$ cat src/rtl/utx_pkg.sv
`timescale 1ns/1ps
package utx_pkg;

  typedef enum logic [2:0] {
    ST_IDLE  = 3'd0,
    ST_START = 3'd1,
    ST_DATA  = 3'd2,
    ST_PAR   = 3'd3,
    ST_STOP  = 3'd4
  } txState_t;

  // strobes from control to datapath, at most one high per cycle
  typedef struct packed {
    logic loadShift;
    logic sendData;
    logic sendParity;
    logic sendStop;
    logic forceIdle;
  } txStrobe_t;

  // control/status bit positions
  localparam int BIT_EN      = 0;
  localparam int BIT_PAR_EN  = 1;
  localparam int BIT_PAR_ODD = 2;
  localparam int BIT_EMPTY   = 4;
  localparam int BIT_DONE    = 5;

endpackage

$ cat src/rtl/utx_datapath.sv
`timescale 1ns/1ps
module utx_datapath
  import utx_pkg::*;
#(
  parameter int DATA_BITS = 8
) (
  input  logic                 clk,
  input  logic                 rstN,
  input  logic                 dataWr,
  input  logic [DATA_BITS-1:0] wrByte,
  input  logic                 parOdd,
  input  txStrobe_t            stb,
  output logic                 txLine
);

  logic [DATA_BITS-1:0] holdReg;
  logic [DATA_BITS-1:0] shiftReg;
  logic                 parBit;
  logic                 txLineQ;

  // holding register: written from the bus, read when the shifter loads
  always_ff @(posedge clk or negedge rstN) begin
    if (!rstN) begin
      holdReg <= '0;
    end else if (dataWr) begin
      holdReg <= wrByte;
    end
  end

  // shifter, parity and line driver
  always_ff @(posedge clk or negedge rstN) begin
    if (!rstN) begin
      shiftReg <= '0;
      parBit   <= 1'b0;
      txLineQ  <= 1'b1;
    end else begin
      if (stb.loadShift) begin
        shiftReg <= holdReg;
        parBit   <= (^holdReg) ^ parOdd;
        txLineQ  <= 1'b0;
      end else if (stb.sendData) begin
        txLineQ  <= shiftReg[0];
        shiftReg <= shiftReg >> 1;
      end else if (stb.sendParity) begin
        txLineQ  <= parBit;
      end else if (stb.sendStop || stb.forceIdle) begin
        txLineQ  <= 1'b1;
      end
    end
  end

  assign txLine = txLineQ;


  one_strobe_chk: assert property (@(posedge clk) disable iff (!rstN)
    $countones(stb) <= 1);

endmodule

$ cat src/rtl/utx_ctrl.sv
`timescale 1ns/1ps
module utx_ctrl
  import utx_pkg::*;
#(
  parameter int DATA_BITS = 8,
  parameter int ADDR_W    = 2,
  parameter int REG_W     = 8
) (
  input  logic              clk,
  input  logic              rstN,
  input  logic              regWrite,
  input  logic              regRead,
  input  logic [ADDR_W-1:0] regAddr,
  input  logic [REG_W-1:0]  regWdata,
  input  logic              bitTick,
  output txStrobe_t         stb,
  output logic              dataWr,
  output logic              parOdd,
  output logic [REG_W-1:0]  regRdata,
  output logic              irq,
  output txState_t          stateOut,
  output logic              enOut,
  output logic              doneOut
);

  localparam int CNT_W = $clog2(DATA_BITS + 1);
  localparam logic [ADDR_W-1:0] ADDR_CTRL = ADDR_W'(0);
  localparam logic [ADDR_W-1:0] ADDR_DATA = ADDR_W'(1);
  localparam logic [ADDR_W-1:0] ADDR_SEL  = ADDR_W'(2);

  logic enReg, parEnReg, parOddReg, irqSelReg;
  logic holdFull, emptyFlag, doneFlag;
  logic ctrlWr, selWr, ctrlRd, setDone;
  txState_t state, stateNxt;
  logic [CNT_W-1:0] bitCnt, bitCntNxt;
  logic unusedWdata;

  assign ctrlWr = regWrite && (regAddr == ADDR_CTRL);
  assign dataWr = regWrite && (regAddr == ADDR_DATA);
  assign selWr  = regWrite && (regAddr == ADDR_SEL);
  assign ctrlRd = regRead  && (regAddr == ADDR_CTRL);
  assign unusedWdata = ^regWdata;

  // configuration registers
  always_ff @(posedge clk or negedge rstN) begin
    if (!rstN) begin
      enReg     <= 1'b0;
      parEnReg  <= 1'b0;
      parOddReg <= 1'b0;
      irqSelReg <= 1'b0;
    end else begin
      if (ctrlWr) begin
        enReg     <= regWdata[BIT_EN];
        parEnReg  <= regWdata[BIT_PAR_EN];
        parOddReg <= regWdata[BIT_PAR_ODD];
      end
      if (selWr) begin
        irqSelReg <= regWdata[0];
      end
    end
  end

  // frame sequencer, advanced only on bit ticks
  always_comb begin
    stb       = '0;
    stateNxt  = state;
    bitCntNxt = bitCnt;
    setDone   = 1'b0;
    if (!enReg) begin
      stb.forceIdle = 1'b1;
      stateNxt      = ST_IDLE;
      bitCntNxt     = '0;
    end else if (bitTick) begin
      case (state)
        ST_IDLE: begin
          if (holdFull) begin
            stb.loadShift = 1'b1;
            stateNxt      = ST_START;
          end
        end
        ST_START: begin
          stb.sendData = 1'b1;
          bitCntNxt    = CNT_W'(1);
          stateNxt     = ST_DATA;
        end
        ST_DATA: begin
          if (bitCnt == CNT_W'(DATA_BITS)) begin
            if (parEnReg) begin
              stb.sendParity = 1'b1;
              stateNxt       = ST_PAR;
            end else begin
              stb.sendStop = 1'b1;
              stateNxt     = ST_STOP;
            end
          end else begin
            stb.sendData = 1'b1;
            bitCntNxt    = bitCnt + CNT_W'(1);
          end
        end
        ST_PAR: begin
          stb.sendStop = 1'b1;
          stateNxt     = ST_STOP;
        end
        ST_STOP: begin
          if (holdFull) begin
            stb.loadShift = 1'b1;
            stateNxt      = ST_START;
          end else begin
            setDone  = 1'b1;
            stateNxt = ST_IDLE;
          end
        end
        default: stateNxt = ST_IDLE;
      endcase
    end
  end

  always_ff @(posedge clk or negedge rstN) begin
    if (!rstN) begin
      state  <= ST_IDLE;
      bitCnt <= '0;
    end else begin
      state  <= stateNxt;
      bitCnt <= bitCntNxt;
    end
  end

  // status flags: a bus write beats a simultaneous load, a frame end beats a read
  always_ff @(posedge clk or negedge rstN) begin
    if (!rstN) begin
      holdFull  <= 1'b0;
      emptyFlag <= 1'b0;
      doneFlag  <= 1'b0;
    end else begin
      if (dataWr) begin
        holdFull  <= 1'b1;
        emptyFlag <= 1'b0;
      end else if (stb.loadShift) begin
        holdFull  <= 1'b0;
        emptyFlag <= 1'b1;
      end
      if (setDone) begin
        doneFlag <= 1'b1;
      end else if (ctrlRd || stb.loadShift) begin
        doneFlag <= 1'b0;
      end
    end
  end

  // read mux
  always_comb begin
    regRdata = '0;
    if (regAddr == ADDR_CTRL) begin
      regRdata[BIT_EN]      = enReg;
      regRdata[BIT_PAR_EN]  = parEnReg;
      regRdata[BIT_PAR_ODD] = parOddReg;
      regRdata[BIT_EMPTY]   = emptyFlag;
      regRdata[BIT_DONE]    = doneFlag;
    end else if (regAddr == ADDR_SEL) begin
      regRdata[0] = irqSelReg;
    end
  end

  assign irq      = irqSelReg ? doneFlag : emptyFlag;
  assign parOdd   = parOddReg;
  assign stateOut = state;
  assign enOut    = enReg;
  assign doneOut  = doneFlag;


  empty_excl_chk: assert property (@(posedge clk) disable iff (!rstN)
    emptyFlag |-> !holdFull);


  empty_clear_chk: assert property (@(posedge clk) disable iff (!rstN)
    dataWr |=> !emptyFlag);


  done_clear_chk: assert property (@(posedge clk) disable iff (!rstN)
    (ctrlRd && !setDone) |=> !doneFlag);


  done_idle_chk: assert property (@(posedge clk) disable iff (!rstN)
    doneFlag |-> (state == ST_IDLE));

endmodule

$ cat src/rtl/utx_top.sv
`timescale 1ns/1ps
module utx_top
  import utx_pkg::*;
#(
  parameter int DATA_BITS = 8,
  parameter int ADDR_W    = 2,
  parameter int REG_W     = 8
) (
  input  logic              clk,
  input  logic              rstN,
  input  logic              regWrite,
  input  logic              regRead,
  input  logic [ADDR_W-1:0] regAddr,
  input  logic [REG_W-1:0]  regWdata,
  output logic [REG_W-1:0]  regRdata,
  input  logic              bitTick,
  output logic              txLine,
  output logic              irq
);

  txStrobe_t stbW;
  txState_t  stateW;
  logic      dataWrW, parOddW, enW, doneW;

  utx_ctrl #(
    .DATA_BITS(DATA_BITS),
    .ADDR_W   (ADDR_W),
    .REG_W    (REG_W)
  ) i_ctrl (
    .clk      (clk),
    .rstN     (rstN),
    .regWrite (regWrite),
    .regRead  (regRead),
    .regAddr  (regAddr),
    .regWdata (regWdata),
    .bitTick  (bitTick),
    .stb      (stbW),
    .dataWr   (dataWrW),
    .parOdd   (parOddW),
    .regRdata (regRdata),
    .irq      (irq),
    .stateOut (stateW),
    .enOut    (enW),
    .doneOut  (doneW)
  );

  utx_datapath #(
    .DATA_BITS(DATA_BITS)
  ) i_datapath (
    .clk    (clk),
    .rstN   (rstN),
    .dataWr (dataWrW),
    .wrByte (regWdata[DATA_BITS-1:0]),
    .parOdd (parOddW),
    .stb    (stbW),
    .txLine (txLine)
  );


  start_low_chk: assert property (@(posedge clk) disable iff (!rstN)
    (stateW == ST_START) |-> !txLine);


  tick_stable_chk: assert property (@(posedge clk) disable iff (!rstN)
    (!bitTick && enW) |=> $stable(txLine));


  disabled_line_chk: assert property (@(posedge clk) disable iff (!rstN)
    !$past(enW) |-> txLine);


  done_line_chk: assert property (@(posedge clk) disable iff (!rstN)
    doneW |-> txLine);

endmodule

$ cat config.mk
export PLATFORM = sky130hd
export DESIGN_NAME = utx_top
export DESIGN_NICKNAME = d
export VERILOG_FILES = /design/src/rtl/utx_pkg.sv /design/src/rtl/utx_datapath.sv /design/src/rtl/utx_ctrl.sv /design/src/rtl/utx_top.sv
export SDC_FILE = /design/constraint.sdc
export NUM_CORES = 1
export LEC_CHECK = 0
export ABC_AREA = 1
export CAP_MARGIN = 20
export CORE_ASPECT_RATIO = 2
export CORE_UTILIZATION = 50
export DETAILED_ROUTE_END_ITERATION = 10
export DONT_BUFFER_PORTS = 1
export GPL_ROUTABILITY_DRIVEN = 1
export PLACE_DENSITY_LB_ADDON = 0.25
export SLEW_MARGIN = 20
export SYNTH_ARGS = -nofsm -noshare
export SYNTH_HDL_FRONTEND = slang
export SYNTH_SLANG_ARGS = --single-unit
$ cat constraint.sdc
create_clock -name clk -period 2.15 [get_ports clk]
set_clock_uncertainty 0.2 [all_clocks]
set_input_delay 0 -clock clk [delete_from_list [all_inputs] [get_ports clk]]
set_output_delay 0 -clock clk [all_outputs]
set_load 0.02 [all_outputs]
==> metrics.md, run 1 <==
| Metric | Value |
|---|---|
| Most frequent cells in the layout | nand2_1 (55), dlygate4sd3_1 (30), dfrtp_1 (30) |
| Final TNS setup | 0 ns |
| Area leader, netlist | dfrtp_1 |
| Synthesized cell area | 0.00176 mm2 |
| Leakage | about 1.1 nW |
| Syn Area/Cell | 7.99 um2 |
| Post-CTS Setup Bufs | 0 |
| Total power | 0.00191 W |
| Sequential fraction of the synthesis area | between 40% and 50% |
| First-pass GRT wire length | 7310 um |
| CTS H-tree depth | 2 |
| Flop2flop setup slack | 0.12 ns |
| Synth unique cells | 29 |
| Clock Path Buffers | 2 |
| Final WL | 4200 um |
| Peak supply drop | 0.588 mV |
| Clock Sinks | 32 |
| Drc violations | 0 |
| Final setup viols | 0 |
| I/O Buffers | 0 |
| Warnings, synthesis | 0 |
| Routability cong. | roughly 0.85 |
| Ant diodes | 0 |
| Worst path bufs/invs | 1 |
| Clk slew on worst S/H paths | 0.07 ns |
| Vias | 1559 |
| WP data required | about 2.1 ns |
| Vias in the first global route | about 1600 |
| Hold Crit Class | input pin to async pin |
| Cells after Synth | 220 |
| Multiplexer area fraction after synthesis | 0% |
| Initial antenna violation count | 0 |
| Clk Latency, worst-skew pair | 0.29 ns |
| Total Routing Usage GR | 26.5% |
| Starting density of the core | 52.0% |
| Final ANT Viol Nets | 0 |
| Area fraction of the dominant cell type after synthesis | 44.1% |
| Pwr dens | 865 mW/mm2 |
| Ports | 25 |
| CTS tree | yes |
| Clock root cell | clkbuf_8 |
| RSZ-0062 raised after global routing | no |
| Status | finished, final reports clean |
| Share of cells above drive strength 1 | 10.9% |
| Post-DP HPWL | ~2800 um |
| Total die area | 0.00377 mm2 |
| Max transition margin | 52.0% |
| Crit-path cells | nor2_4 > nand3_4 > o2bb2ai_1 > dlygate4sd3_1 |
| Post-synthesis adder-cell area fraction | 1.42% |
| Final hold slack | 0.0487 ns |
| Worst Max-Slew Pin Slew | 0.713 ns |
| # nets final | around 270 |
| Pre-Repair DR Iteration Count | 4 |
| CP startpoint kind | flop |
| Drt wl/cell | around 14 um |
| Max-Cap Viols | 0 |
| Final worst-path cycle share | 94.2% |
| FMAX | 494 MHz |
| Critical path's slowest cell | dlygate4sd3_1 |
| Largest family of logic cells by synthesized area | simple AND/OR/NAND/NOR gates |
| Vias/cell | between 5 and 6 |
| #FFs+latches synth | 32 |
| # fillers | 288 |
| Worst setup path category | flop to flop |
| Crit path max fanout | 19 |
| Final Hold Viols | 0 |
| Die X | 43.9 um |
| Synth Area in Compound Gates | 11.7% |
| CTS Buf Count | 5 |
| Arrival time of the worst setup path | 1.99 ns |
| Synth Area in XOR/XNOR | 0.996% |
| Detailed Route Iter0 Violations | 46 |
| CP endpoint kind | flop |
| P&R area growth vs syn | 25.5% |
| Family with the most delay on the worst path | buffers and inverters |
| CP max stage delay | between 0.5 and 0.6 ns |
| Synth Area in Simple Gates | between 30% and 40% |
| Commonest non-fill, non-tap cell in the layout | nand2_1 |
| Site row count | 30 |
| Post-layout min period | 2.03 ns |
| Slew Limit Fails | 0 |
| Core ar. | 0.00338 mm2 |
| Top cells by area, synth | dfrtp_1 (44%), nand2_1 (12%), nand3_1 (6.3%), inv_1 (6.0%), o21ai_0 (4.8%) |
| Overflow after GRT | 0 |
| Largest net degree at the start of global routing | 32 |
| Die height | 85.9 um |
per-stage QoR:
stage	cell area, um2	cells	setup WS (ns)	utilization [%]
floorplan	1770	222	0.661	-
global placement	1770	250	0.495	52.5
detailed placement	1770	250	0.486	52.5
CTS	2200	290	0.118	65.3
global route	2210	290	0.0116	65.3
finish	2210	290	0.125	65.3
worst min-delay path, cell delays in order:
cell           delay [ns]
dlygate4sd3_1        0.59
buf_12               0.12
buf_12               0.18
power breakdown:
group / total, W / switching (W) / internal, W / leakage (nW)
registers: 0.000856 / 0.000112 / 0.000744 / 0.405
clock network: 0.000477 / 0.000216 / 0.000261 / 0.0455
logic: 0.000575 / 0.000350 / 0.000225 / 0.605
cell usage after synthesis:
| library cell | instances |
|---|---|
| a21oi_1 | 8 |
| buf_2 | 1 |
| buf_4 | 3 |
| buf_6 | 1 |
| clkinv_2 | 1 |
| conb_1 | 1 |
| dfrtp_1 | 31 |
| dfstp_2 | 1 |
| ha_1 | 2 |
| inv_1 | 28 |
| inv_2 | 2 |
| nand2_1 | 55 |
| nand2_2 | 3 |
| nand2_4 | 3 |
| nand2_8 | 1 |
| nand3_1 | 22 |
| nand3_2 | 1 |
| nand3_4 | 1 |
| nand4_1 | 7 |
| nor2_1 | 16 |
| nor2_4 | 2 |
| nor3_1 | 1 |
| o211ai_2 | 3 |
| o21ai_0 | 17 |
| o21ai_1 | 4 |
| o22ai_1 | 1 |
| o2bb2ai_1 | 1 |
| o31ai_1 | 1 |
| xnor2_1 | 2 |
what timing repair did:
item                                   in CTS  in global routing
endpoints found under the hold margin      63                  0
setup endpoints to repair                   0                  1
resized for setup                           0                  1
hold buffers                               32                  0
path summary, 6_finish.rpt:
check	from	endpoint	cells past startpoint
setup / recovery	i_ctrl.stateOut[0]	i_ctrl.doneOut	4
hold / removal	rstN	i_ctrl.bitCnt[3]	3
setup reg to reg	i_ctrl.stateOut[0]	i_ctrl.doneOut	4
hold reg to reg	i_datapath.parBit	i_datapath.parBit	2
max in group asynchronous	rstN	i_ctrl.enOut	3
min in group clk	regAddr[0]	regRdata[2]	3
flip-flops by register name (all words and copies together) (netlist names):
| name | flops |
|---|---|
| i_ctrl.stateOut | 3 |
| i_ctrl.doneOut | 1 |
| i_datapath.shiftReg | 8 |
| i_ctrl.bitCnt | 4 |
| i_ctrl.enOut | 1 |
| i_ctrl.parOdd | 1 |
| i_ctrl.parEnReg | 1 |
| i_datapath.parBit | 1 |
| i_ctrl.holdFull | 1 |
| i_ctrl.emptyFlag | 1 |
| i_ctrl.irqSelReg | 1 |
| i_datapath.txLine | 1 |
| i_datapath.holdReg | 8 |
cells by family after synthesis:
group	Yosys count
AND/OR/NAND/NOR	112
buffers and inverters	36
AO/OA/AOI/OAI	35
adder cells (fa/ha/maj)	2
other	1
XOR/XNOR	2
flip-flops	32
per-layer routing:
| metal | GRT usage (%) | part of all wire (%) | vias up |
|---|---|---|---|
| met2 | 48.4 | 58 | 32 |
| met3 | 4.21 | 2.4 | 15 |
| met1 | 27.3 | 36 | 734 |
| met5 | 0 | 0 | - |
| li1 | - | - | 778 |
| met4 | 14.0 | 3.8 | 0 |
area by class of cell:
type	instances	area (um2)	area share, %
inverters	31	118	5.33
repair buffers	33	348	15.8
clock buffers	8	90.1	4.08
multi-input cells	154	807	36.6
flip-flops and latches	32	803	36.4
well taps	32	40.0	1.82
Power figures use the tool's default switching activity.
==> inputs of run 2 (changes only) <==
ABC_AREA = 0   (was 1)
GPL_TIMING_DRIVEN = 0   (was unset)
==> run 2 against run 1 <==
  * Sequential share of layout area decreased by 0.90 points
  * Routed wire length rose by 5.9%
  * Clock-buffer cell count is the same
  * First-iteration DRC count fell by 35%
  * Final cell count down 10%
  * Register-to-register slack gained 0.05 ns
  * Die area rose by 6.7%
  * Critical endpoint is now i_datapath.shiftReg[2]
  * Critical path depth up 3
  * Utilization down 2.7 points
  * Sequential power is 4.7% higher
  * Worst hold slack got worse by 0.0076 ns
==> metrics.md, run 2 <==
| Metric | Value |
|---|---|
| Status | finished, final reports clean |
| Total die area | 0.00402 mm2 (+6.7%) |
| Vias in the first global route | 1537 (-5.6%) |
| Sequential fraction of the synthesis area | 42.7% (-2.9 points) |
| Final TNS setup | 0 ns (unchanged) |
| #FFs+latches synth | 32 (unchanged) |
| Final ANT Viol Nets | 0 (unchanged) |
| Comb pwr share | 36.9% (+6.8 points) |
| Total Routing Usage GR | 25.1% (-1.4 points) |
| Most instantiated library cell after synthesis | dfrtp_1 |
| Drc violations | 0 (unchanged) |
| Post-CTS sizing | 0 (unchanged) |
| Post-synth top cells | dfrtp_1 (31), nand2_1 (15), mux2_2 (13) |
| Multi-input logic area | 966 um2 (+20%) |
| # nets final | 228 (-17%) |
| Share of cells above drive strength 1 | 20.8% (+9.9 points) |
| Final setup viols | 0 (unchanged) |
| Largest net degree at the start of global routing | 32 (unchanged) |
| EDFF count, synth | 0 (unchanged) |
| Clock share of power | 22.1% (-2.9 points) |
| Worst Max-Slew Pin Slew | 0.613 ns (-0.100 ns) |
| Final WL | 4450 um (+5.9%) |
| Util after Layout | 62.6% (-2.7 points) |
| Slew Limit Fails | 0 (unchanged) |
| Clk Latency, worst-skew pair | 0.29 ns (about the same) |
| I/O Buffers | 0 (unchanged) |
| Most frequent cells in the layout | dfrtp_1 (31), dlygate4sd3_1 (18), nand2_1 (15) |
| Post-DP HPWL | 3090 um (+8.8%) |
| Ports | 25 (unchanged) |
| Post-layout min period | 1.98 ns (-0.0500 ns) |
| Die X | 45.4 um (+3.2%) |
| Family with the most delay on the worst path | compound AO/OA/AOI/OAI gates |
| Routed wl met2 | 2630 um (+7.9%) |
| Reg area | 802 um2 (-0.16%) |
| Area leader, netlist | dfrtp_1 |
| Initial antenna violation count | 0 (unchanged) |
| Worst path bufs/invs | 2 (+1) |
| Area fraction of the dominant cell type after synthesis | 41.3% (-2.8 points) |
| Met1 WL | 1630 um (+8.1%) |
| Detailed Route Iter0 Violations | 30 (-35%) |
| Top cells by area, synth | dfrtp_1 (41%), mux2_2 (7.8%), and2_1 (4.0%), a221o_1 (3.7%), nand2_1 (3.0%) |
| Clk slew on worst S/H paths | 0.07 ns (about the same) |
| Sw Ratio | 34.4% (-1.1 points) |
| Syn Area/Cell | 10.3 um2 (+29%) |
| Clock Path Buffers | 2 (unchanged) |
| Largest regs | i_datapath.holdReg x8, i_datapath.shiftReg x8, i_ctrl.bitCnt x4 |
| Vias/cell | 5.68 (+5.7%) |
| Core ar. | 0.00361 mm2 (+6.8%) |
| CTS H-tree depth | 2 (unchanged) |
| Overflow after GRT | 0 (unchanged) |
| FMAX | 506 MHz (+2.5%) |
| Routability cong. | 0.807 (-4.9%) |
| Peak supply drop | 0.678 mV (+15%) |
| Pwr dens | 967 mW/mm2 (+12%) |
| P&R area growth vs syn | 20.2% |
| CP endpoint kind | flop |
| Pre-Repair DR Iteration Count | 4 (unchanged) |
| Final hold slack | 0.0411 ns (-0.00760 ns) |
| Clock Sinks | 32 (unchanged) |
| Final worst-path cycle share | 91.9% (-2.3 points) |
| Drt wl/cell | 17.1 um (+18%) |
| Final Hold Viols | 0 (unchanged) |
| Crit path max fanout | 10 (-9) |
| Max transition margin | 58.9% (+6.9 points) |
| Fraction of registers with async set/reset | 100% (unchanged) |
| Hold Crit Class | input pin to async pin |
| Synthesized cell area | 0.00188 mm2 (+6.9%) |
| Reg power frac | 41.0% (-3.9 points) |
| Uppermost layer routed | met4 |
| Ant diodes | 0 (unchanged) |
| Max-Cap Viols | 0 (unchanged) |
| # fillers | 315 (+9.4%) |
| Met3 routed WL | 93 um (-6.1%) |
| Dominant synthesized flop cell | dfrtp_1 |
| Warnings, synthesis | 0 (unchanged) |
| Commonest non-fill, non-tap cell in the layout | dfrtp_1 |
| Flop2flop setup slack | 0.17 ns (+0.05 ns) |
| Cell-internal power | 0.00143 W (+17%) |
| Leakage | 0.971 nW (-8.0%) |
| Synth unique cells | 50 (+72%) |
| WP data required | 2.12 ns (about the same) |
| RSZ-0062 raised after global routing | no |
| Die height | 88.7 um (+3.3%) |
| Vias | 1483 (-4.9%) |
| Starting density of the core | 52.1% (+0.061 points) |
| Site row count | 31 (+3.3%) |
| Sw power | 0.000752 W (+11%) |
| Arrival time of the worst setup path | 1.94 ns (-0.05 ns) |
| Crit-path cells | inv_1 > ha_1 > nand3b_4 > a21oi_2 > buf_4 > nor2_1 > a221o_1 |
| Clock root cell | clkbuf_8 |
| First-pass GRT wire length | 7130 um (-2.6%) |
| Cells after Synth | 182 (-17%) |
| CTS tree | yes |
| CP max stage delay | 0.44 ns (-0.12 ns) |
| Critical path's slowest cell | dfrtp_1 |
| CP startpoint kind | flop |
| Worst setup path category | flop to flop |
| CTS Buf Count | 5 (unchanged) |
| Total power | 0.00218 W (+15%) |
run 2: power groups by stage:
stage          registers, W  clock network (W)  logic (W)
2_1_floorplan      0.000863                  0   0.000627
3_3_place_gp       0.000894                  0   0.000719
5_1_grt            0.000916           0.000518   0.000881
4_1_cts            0.000894           0.000489   0.000809
6_report           0.000896           0.000483   0.000805
3_5_place_dp       0.000904                  0   0.000751
run 2: cell families (layout without fill, tap and decap cells):
family / Yosys count / count (layout) / synth area share (%)
and+or+nand+nor: 67 / 67 / 22.8
AOI/OAI and AO/OA: 39 / 39 / 14.4
DFF: 32 / 32 / 42.7
buffers and inverters: 20 / 48 / 6.32
muxes: 14 / 14 / 8.32
xor gates and xnor gates: 7 / 7 / 3.99
adders and majority gates: 2 / 2 / 1.33
other: 1 / 3 / 0.200
run 2: tightest hold or removal path, cell delays in order:
cell	delay [ns]
dlygate4sd3_1	0.58
buf_12	0.12
buf_12	0.18
run 2: metal layers:
| layer | up-vias | GRT usage [%] |
|---|---|---|
| met4 | 0 | 11.8 |
| met1 | 750 | 24.6 |
| li1 | 696 | - |
| met3 | 8 | 3.88 |
| met2 | 29 | 47.8 |
| met5 | - | 0 |
run 2: through the flow:
step                setup WS [ns]  std cells  cell area, um2
finish                      0.175        261            2260
CTS                         0.167        261            2260
detailed placement          0.193        233            1950
global placement            0.227        233            1950
global route               0.0768        261            2260
floorplan                   0.418        184            1890
run 2: area by class of cell:
cell class | count | share of cell area [%]
tap | 49 | 2.71
clock buffer | 8 | 3.99
inverter | 6 | 0.997
sequential | 32 | 35.5
multi-input combinational | 132 | 42.8
buffer | 14 | 4.27
timing repair buffer | 20 | 9.75
run 2: worst paths after layout:
check                                        from                endpoint  cells past startpoint
worst min-delay path                         rstN        i_ctrl.bitCnt[3]                      3
max in group asynchronous                    rstN  i_datapath.shiftReg[3]                      3
min in group clk                       regAddr[1]             regRdata[0]                      2
worst max-delay path             i_ctrl.bitCnt[0]  i_datapath.shiftReg[2]                      7
worst max register to register   i_ctrl.bitCnt[0]  i_datapath.shiftReg[2]                      7
worst min register to register  i_datapath.parBit       i_datapath.parBit                      2
run 2: what timing repair did:
action | CTS | global route
buffers inserted | 0 | 0
hold buffers | 20 | 0
setup endpoints to repair | 0 | 0
hold endpoints to repair | 50 | 0
